**config.mk**
```make
export PLATFORM = sky130hd
export DESIGN_NAME = dma_irq_collector
export DESIGN_NICKNAME = d
export VERILOG_FILES = /design/src/rtl/dma_irq_pkg.sv /design/src/rtl/dma_irq_mask_reg.sv /design/src/rtl/dma_irq_status_bank.sv /design/src/rtl/dma_irq_out_stage.sv /design/src/rtl/dma_irq_collector.sv
export SDC_FILE = /design/constraint.sdc
export NUM_CORES = 1
export LEC_CHECK = 0
export BUFFER_PORTS_ARGS = -buffer_cell sky130_fd_sc_hd__buf_2
export CORE_MARGIN = 2
export CORE_UTILIZATION = 35
export CTS_BUF_LIST = sky130_fd_sc_hd__clkbuf_4 sky130_fd_sc_hd__clkbuf_8
export CTS_CLUSTER_DIAMETER = 60
export DETAILED_ROUTE_END_ITERATION = 10
export PLACE_DENSITY = 0.66
export SYNTH_ARGS = -nofsm -noshare
export SYNTH_HDL_FRONTEND = slang
export SYNTH_HIERARCHICAL = 1
export SYNTH_SLANG_ARGS = --single-unit
```
**constraint.sdc**
```tcl
create_clock -name clk -period 1.05 [get_ports clk]
set_input_delay 0 -clock clk [delete_from_list [all_inputs] [get_ports clk]]
set_output_delay 0 -clock clk [all_outputs]
set_load 0.03 [all_outputs]
```
**src/rtl/dma_irq_pkg.sv**
```systemverilog
package dma_irq_pkg;
  typedef enum logic {KIND_TC = 1'b0, KIND_ERR = 1'b1} irq_kind_e;

  function automatic logic any_bit(input logic [63:0] v);
    return |v;
  endfunction
endpackage

```
**src/rtl/dma_irq_mask_reg.sv**
```systemverilog
module dma_irq_mask_reg #(
  parameter int NUM_CH = 8
) (
  input  logic              clk,
  input  logic              rst,
  input  logic [NUM_CH-1:0] ie_cfg,
  output logic [NUM_CH-1:0] mask
);
  always_ff @(posedge clk) begin
    if (rst) mask <= '0;
    else     mask <= ie_cfg;
  end

  // mask tracks the enable bits one edge later
  a_r1_r2_mask_follow: assert property (@(posedge clk) disable iff (rst)
    !$past(rst) |-> mask == $past(ie_cfg));
endmodule

```
**src/rtl/dma_irq_status_bank.sv**
```systemverilog
module dma_irq_status_bank #(
  parameter int NUM_CH = 8,
  parameter int CHW    = (NUM_CH > 1) ? $clog2(NUM_CH) : 1
) (
  input  logic              clk,
  input  logic              rst,
  input  logic              set_v,
  input  logic [CHW-1:0]    set_ch,
  input  logic              clr_we,
  input  logic [NUM_CH-1:0] clr_data,
  output logic [NUM_CH-1:0] raw
);
  for (genvar i = 0; i < NUM_CH; i++) begin : g_bit
    logic hit;
    logic wipe;
    assign hit  = set_v && (set_ch == CHW'(i));
    assign wipe = clr_we && clr_data[i];

    always_ff @(posedge clk) begin
      if (rst)       raw[i] <= 1'b0;
      else if (hit)  raw[i] <= 1'b1;
      else if (wipe) raw[i] <= 1'b0;
    end

    // a set beats a clear on the same bit
    a_r7_set_wins: assert property (@(posedge clk) disable iff (rst)
      (set_v && set_ch == CHW'(i)) |=> raw[i]);
    // a clear without a set empties the bit
    a_r5_r6_clear: assert property (@(posedge clk) disable iff (rst)
      (clr_we && clr_data[i] && !(set_v && set_ch == CHW'(i))) |=> !raw[i]);
    // untouched bits hold
    a_r3_r4_hold: assert property (@(posedge clk) disable iff (rst)
      (!(clr_we && clr_data[i]) && !(set_v && set_ch == CHW'(i))) |=> $stable(raw[i]));
  end
endmodule

```
**src/rtl/dma_irq_out_stage.sv**
```systemverilog
module dma_irq_out_stage #(
  parameter int NUM_CH = 8
) (
  input  logic              clk,
  input  logic              rst,
  input  logic [NUM_CH-1:0] tc_raw,
  input  logic [NUM_CH-1:0] tc_mask,
  input  logic [NUM_CH-1:0] err_raw,
  input  logic [NUM_CH-1:0] err_mask,
  output logic [NUM_CH-1:0] tc_msk_rd,
  output logic [NUM_CH-1:0] err_msk_rd,
  output logic [NUM_CH-1:0] any_rd,
  output logic              irq_tc,
  output logic              irq_err,
  output logic              irq_any
);
  always_comb begin
    tc_msk_rd  = tc_raw & tc_mask;
    err_msk_rd = err_raw & err_mask;
    any_rd     = tc_msk_rd | err_msk_rd;
  end

  always_ff @(posedge clk) begin
    if (rst) begin
      irq_tc  <= 1'b0;
      irq_err <= 1'b0;
      irq_any <= 1'b0;
    end else begin
      irq_tc  <= |tc_msk_rd;
      irq_err <= |err_msk_rd;
      irq_any <= |any_rd;
    end
  end

  // lines follow the masked status of the previous edge
  a_r8_tc_line: assert property (@(posedge clk) disable iff (rst)
    !$past(rst) |-> irq_tc == $past(|(tc_raw & tc_mask)));
  a_r8_err_line: assert property (@(posedge clk) disable iff (rst)
    !$past(rst) |-> irq_err == $past(|(err_raw & err_mask)));
  // combined line agrees with the two separate lines
  a_r9_any_line: assert property (@(posedge clk) disable iff (rst)
    irq_any == (irq_tc || irq_err));
endmodule

```
**src/rtl/dma_irq_collector.sv**
```systemverilog
module dma_irq_collector #(
  parameter int NUM_CH = 8,
  parameter int CHW    = (NUM_CH > 1) ? $clog2(NUM_CH) : 1
) (
  input  logic              clk,
  input  logic              rst,
  input  logic              tc_evt_valid,
  input  logic [CHW-1:0]    tc_evt_ch,
  input  logic              err_evt_valid,
  input  logic [CHW-1:0]    err_evt_ch,
  input  logic [NUM_CH-1:0] tc_ie_cfg,
  input  logic [NUM_CH-1:0] err_ie_cfg,
  input  logic              tc_clr_we,
  input  logic              err_clr_we,
  input  logic [NUM_CH-1:0] clr_data,
  output logic [NUM_CH-1:0] tc_raw_rd,
  output logic [NUM_CH-1:0] err_raw_rd,
  output logic [NUM_CH-1:0] tc_msk_rd,
  output logic [NUM_CH-1:0] err_msk_rd,
  output logic [NUM_CH-1:0] any_rd,
  output logic              irq_tc,
  output logic              irq_err,
  output logic              irq_any
);
  import dma_irq_pkg::*;

  localparam int NKIND = 2;

  logic [NUM_CH-1:0] raw_v   [NKIND];
  logic [NUM_CH-1:0] mask_v  [NKIND];
  logic [NUM_CH-1:0] cfg_v   [NKIND];
  logic              setv_v  [NKIND];
  logic [CHW-1:0]    setch_v [NKIND];
  logic              clrwe_v [NKIND];

  always_comb begin
    cfg_v[KIND_TC]    = tc_ie_cfg;
    cfg_v[KIND_ERR]   = err_ie_cfg;
    setv_v[KIND_TC]   = tc_evt_valid;
    setv_v[KIND_ERR]  = err_evt_valid;
    setch_v[KIND_TC]  = tc_evt_ch;
    setch_v[KIND_ERR] = err_evt_ch;
    clrwe_v[KIND_TC]  = tc_clr_we;
    clrwe_v[KIND_ERR] = err_clr_we;
  end

  for (genvar k = 0; k < NKIND; k++) begin : g_kind
    dma_irq_mask_reg #(.NUM_CH(NUM_CH)) u_mask (
      .clk    (clk),
      .rst    (rst),
      .ie_cfg (cfg_v[k]),
      .mask   (mask_v[k])
    );

    dma_irq_status_bank #(.NUM_CH(NUM_CH), .CHW(CHW)) u_bank (
      .clk      (clk),
      .rst      (rst),
      .set_v    (setv_v[k]),
      .set_ch   (setch_v[k]),
      .clr_we   (clrwe_v[k]),
      .clr_data (clr_data),
      .raw      (raw_v[k])
    );
  end

  assign tc_raw_rd  = raw_v[KIND_TC];
  assign err_raw_rd = raw_v[KIND_ERR];

  dma_irq_out_stage #(.NUM_CH(NUM_CH)) u_out (
    .clk        (clk),
    .rst        (rst),
    .tc_raw     (raw_v[KIND_TC]),
    .tc_mask    (mask_v[KIND_TC]),
    .err_raw    (raw_v[KIND_ERR]),
    .err_mask   (mask_v[KIND_ERR]),
    .tc_msk_rd  (tc_msk_rd),
    .err_msk_rd (err_msk_rd),
    .any_rd     (any_rd),
    .irq_tc     (irq_tc),
    .irq_err    (irq_err),
    .irq_any    (irq_any)
  );

  // a reset cycle leaves everything empty
  a_r11_reset_clears: assert property (@(posedge clk)
    $past(rst) |-> (tc_raw_rd == '0 && err_raw_rd == '0 && any_rd == '0 && !irq_any));
  // a masked-off channel never drives the masked views
  a_r12_masked_quiet: assert property (@(posedge clk) disable iff (rst)
    ((tc_msk_rd & ~mask_v[KIND_TC]) == '0) && ((err_msk_rd & ~mask_v[KIND_ERR]) == '0));
endmodule

```
**After elaboration in Yosys (flattened, before gate mapping)**

Index checks and enable logic that the tools add are counted.

- Bitwise operators: 3
- Magnitude comparators: 0
- Equality and inequality tests: 14
- Mux-type cells: 32
- Shift operators: 0
- Divide/modulo/power cells: 0
- $mul: 0
- Reductions and logical operators: 53
- Add/sub/neg operators: 0

Operators by type and width:

| operator | number |
|---|---|
| $logic_and 1x1->1 | 32 |
| $mux 1 | 32 |
| $reduce_bool 2->1 | 16 |
| $eq 3x3->1 const B | 8 |
| $reduce_or 8->1 | 3 |
| $and 8x8->8 | 2 |
| $eq 3x2->1 const B | 4 |
| $or 8x8->8 | 1 |
| $eq 3x1->1 const B | 2 |
| $logic_not 3->1 | 2 |

- Memory bits (writable): 0
- Register bits: 35
- Logic and storage cells: 123
- ROM bits: 0
- Memories: 0
- Bits in latches: 0
- Output and inout port bits: 43
- Input bits: 36

**Longest topological paths before layout**

- Depth after elaboration: 3
- Gate-level depth with buffers: 3

**Hierarchy**

The synthesis kept the hierarchy.

By module, submodules not included:

| module | area each (um^2) | times used | seq. area each (um^2) | cells an instance |
|---|---|---|---|---|
| dma_irq_status_bank | 364.1 | 2 | 160.2 | 34 |
| dma_irq_mask_reg | 210.2 | 2 | 160.2 | 16 |
| dma_irq_out_stage | 276.5 | 1 | 60.1 | 50 |

**Worst setup path before layout**

Ideal clock, no wire load.

- Kind: reg2reg
- Start: reg g_kind[1].u_bank.raw[5]
- End: reg u_out.irq_any
- Cell stages (with the launch flop): 4
- Arrival: 985 ps
- Library setup time: 77 ps
- Buffers on the path: 0
- Data required time: 973 ps
- Period minus slack after synthesis: 1061 ps
- Slack: -11 ps
- Cell sequence: dfxtp_1 > nand2_1 > and4_4 > a41oi_2

- Word-level cells in the longest chain between the ends: 3

RTL lines:

| item | RTL line | RTL |
|---|---|---|
| start: declaration | dma_irq_status_bank.sv:11 | `output logic [NUM_CH-1:0] raw` |
| start signal: indexed assignment | dma_irq_status_bank.sv:20 | `if (rst) raw[i] <= 1'b0;` |
| start signal: indexed assignment | dma_irq_status_bank.sv:21 | `else if (hit) raw[i] <= 1'b1;` |
| start signal: indexed assignment | dma_irq_status_bank.sv:22 | `else if (wipe) raw[i] <= 1'b0;` |
| $and 8x8->8 | dma_irq_out_stage.sv:19 | `err_msk_rd = err_raw & err_mask;` |
| $or 8x8->8 | dma_irq_out_stage.sv:20 | `any_rd = tc_msk_rd \| err_msk_rd;` |
| $reduce_or 8->1 | dma_irq_out_stage.sv:31 | `irq_any <= \|any_rd;` |
| end signal: assignment | dma_irq_out_stage.sv:31 |  |
| end: declaration | dma_irq_out_stage.sv:15 | `output logic irq_any` |

Every way passes these cells.
A chain may end at the register's enable or synchronous reset.

**Worst setup path in the final report**

- Start: reg g_kind[1].u_bank.raw[1]
- End: out any_rd[1]

- Word-level cells in the longest chain between the ends: 2

RTL lines:

| item | RTL line | RTL |
|---|---|---|
| $and 8x8->8 | dma_irq_out_stage.sv:19 |  |
| $or 8x8->8 | dma_irq_out_stage.sv:20 |  |
| end: declaration | dma_irq_collector.sv:20 | `output logic [NUM_CH-1:0] any_rd,` |

Every way passes these cells.

==> impl_metrics.env <==
export IMPL_status="finished, final reports clean"
export IMPL_skew_ns=0.00234
export IMPL_grt_remaining_overflow=0
export IMPL_die_height_um=67.8
export IMPL_viasPerCell=4.54
export IMPL_slew_headroom_pct=82.6
export IMPL_antenna_cells=0
export IMPL_yosysWarnings=6
export IMPL_r2r_slack_ns=0.11
export IMPL_final_cell_mix="buf_2 (71), dfxtp_1 (31), nand2_1 (23), a21oi_1 (18)"
export IMPL_fin_hold_ws_ns=0.0252
export IMPL_place_congestion=0.836
export IMPL_hpwl_um=2910
export IMPL_netlist_cell_type_count=15
export IMPL_top_usage_layer="met2"
export IMPL_dieWidth_um=67.8
export IMPL_crit_path_frequent_cell="nand2_1"
export IMPL_cts_tree="done"
export IMPL_numCtsBuffers=5
export IMPL_numPortBuffers=78
export IMPL_grtUsageMet3_pct=4.61
export IMPL_clk_latency_ns=0.28
export IMPL_timing_rr_end="u_out/irq_any$_SDFF_PP0_"
export IMPL_final_common_cell="buf_2"
export IMPL_max_stage_delay_ns=0.35
export IMPL_route_detailed_drc=0
export IMPL_reg2reg_depth=3
export IMPL_finalSetupViolCount=0
export IMPL_fp_row_count=23
export IMPL_arrival_ns=1.00
export IMPL_synth_net_count=186
export IMPL_drv_slew=0
export IMPL_antenna_found_initial=0
export IMPL_clock_path_buffers=2
export IMPL_cts_sinks=35
export IMPL_nFillCells=380
export IMPL_htreeDepth=2
export IMPL_worst_path_max_delay_cell="dfxtp_1"
export IMPL_cp_buffers_inverters=1
export IMPL_required_ns=1.05
export IMPL_syn2layout_area_growth_pct=51.2
export IMPL_cp_max_fo=3
export IMPL_setup_tns_final_ns=0
export IMPL_peakVddDrop_uv=519
export IMPL_max_freq_mhz=996
export IMPL_drt_pass1_iterations=4
export IMPL_drive_gt1_share_pct=45.0
export IMPL_path_clk_slew_ns=0.07
export IMPL_syn_inst=150
export IMPL_multi_input_area_um2=652
export IMPL_dieArea_um2=4600
export IMPL_hold_viol_final=0
export IMPL_hold_path_class="input pin to flop"
export IMPL_power_density_nw_per_um2=1250
export IMPL_vias=1368
export IMPL_period_needed_ns=1.00
export IMPL_syn_area_um2=1430
export IMPL_coreArea_um2=3970
export IMPL_nets=286
export IMPL_synth_seq_cells=35
export IMPL_worst_pin_slew_ns=0.261
export IMPL_grt_pass1_wl_um=5520
export IMPL_cts_root_buf="clkbuf_8"
export IMPL_drtIter0Drc=67
export IMPL_cap_violations=0
export IMPL_ios=79
export IMPL_cp_depth=3
export IMPL_worstSetupStartpoint="g_kind[1].u_bank/raw[1]$_SDFFE_PP0P_"
export IMPL_grt_pass1_vias=1212
export IMPL_layout_area_seq_um2=706
export IMPL_grt_use_met1_pct=18.5
export IMPL_post_drt_wl_per_cell_um=12.8
export IMPL_period_share_pct=95.6
export IMPL_dpl_cell_count=277
export IMPL_drt_wl_total_um=3840
export IMPL_path_class="flop to output pin"
export IMPL_yosysSeqAreaShare_pct=49.2
export IMPL_critical_path_endpoint="any_rd[1]"
export IMPL_cpLargestDelayFamily="flip-flops"
export IMPL_rsz0062_at_grt="false"
export IMPL_final_instance_count_excl_fill=301
export IMPL_startpoint_type="flop"
export IMPL_start_util_pct=35.9
export IMPL_grtUsageMet2_pct=29.8
export IMPL_rr_startpoint="g_kind[0].u_bank/raw[1]$_SDFFE_PP0P_"
export IMPL_grt_util_all_layers_pct=16.5
export IMPL_p_leak_nw=1.18
export IMPL_syn_area_per_cell_um2=9.50
export IMPL_postRouteAntennaNets=0
export IMPL_grt_max_degree=14
export IMPL_cp_end_kind="output pin"
export IMPL_crit_path_cell_trace="nand2_1, nand2_1, buf_2"
export IMPL_post_cts_repair_setup_buffers=0
layer usage:
| metal | up-vias | wire [um] |
|---|---|---|
| met5 | - | 0 |
| met3 | 6 | 151 |
| li1 | 711 | - |
| met4 | 0 | 66 |
| met2 | 26 | 2030 |
| met1 | 625 | 1590 |
worst reg2reg max path, cell delays in order (launching register included):
cell and delay (ns):
dfxtp_1 0.32, nand2_1 0.11, and4_1 0.28, a41oi_2 0.10
through the flow:
| stage | util [%] | area [um2] | total power [mW] | setup slack, ns |
|---|---|---|---|---|
| 6_report | 54.3 | 2150 | 2.70 | 0.0462 |
| 5_1_grt | 54.3 | 2150 | 2.82 | 0.00282 |
| 4_1_cts | 53.7 | 2130 | 2.75 | 0.0262 |
| 3_5_place_dp | 47.6 | 1890 | 1.78 | 0.114 |
| 3_3_place_gp | 47.6 | 1890 | 1.77 | 0.127 |
| 2_1_floorplan | - | 1430 | 1.61 | 0.00534 |
area by class of cell:
class / count / share of cell area, %
Clock buffer: 5 / 3.19
Clock inverter: 3 / 0.697
Inverter: 16 / 2.79
Multi-Input combinational cell: 95 / 30.3
Sequential cell: 35 / 32.8
Tap cell: 50 / 2.90
Timing Repair Buffer: 97 / 27.4
power breakdown:
part	switching [mW]	total, mW	internal [mW]
Clock	0.455	0.907	0.453
Sequential	0.0213	1.41	1.39
Combinational	0.205	0.389	0.184
Total	0.681	2.70	2.02
cell usage after synthesis, drive strengths merged:
master   number  area [um2]
nand4bb       6        67.6
nor2b        16         100
clkbuf        2        7.51
dfxtp        35         701
nand2        24        90.1
nand4b        6        52.6
and4          4        40.0
a21bo        16         160
a21oi        18        90.1
or4b          2        20.0
nand4         2        12.5
buf           2        7.51
a41oi         1        16.3
inv          16        60.1
logic make-up after synthesis:
| family | Yosys count | synth area share (%) |
|---|---|---|
| buffers and inverters | 20 | 5.27 |
| AOI/OAI and AO/OA | 35 | 18.7 |
| DFF | 35 | 49.2 |
| and+or+nand+nor | 60 | 26.9 |
state kept, by name (all words and copies together) (netlist names):
name and flops:
u_out/irq_err 1, u_out/irq_any 1, g_kind.u_bank/raw 16, u_out/irq_tc 1
g_kind.u_mask/mask 16
how the worst min path moves through the flow:
stage             startpoint                                   end  slack [ns]  cells after the start
2_1_floorplan            rst              u_out/irq_any$_SDFF_PP0_        0.06                      1
6_report         clr_data[6]  g_kind[0].u_bank/raw[6]$_SDFFE_PP0P_        0.03                      3
4_1_cts          clr_data[6]  g_kind[1].u_bank/raw[6]$_SDFFE_PP0P_       0.009                      3
3_3_place_gp   err_ie_cfg[0]   g_kind[1].u_mask/mask[0]$_SDFF_PP0_        0.21                      2
5_1_grt          clr_data[2]  g_kind[1].u_bank/raw[2]$_SDFFE_PP0P_        0.03                      3
3_5_place_dp    tc_ie_cfg[2]   g_kind[0].u_mask/mask[2]$_SDFF_PP0_        0.21                      2
what timing repair did:
item	in CTS	in global routing
endpoints found under the setup margin	0	8
gates resized for setup	0	10
endpoints found under the hold margin	16	0
hold buffers	16	0
Note: power is estimated with default switching activity, not from simulation.
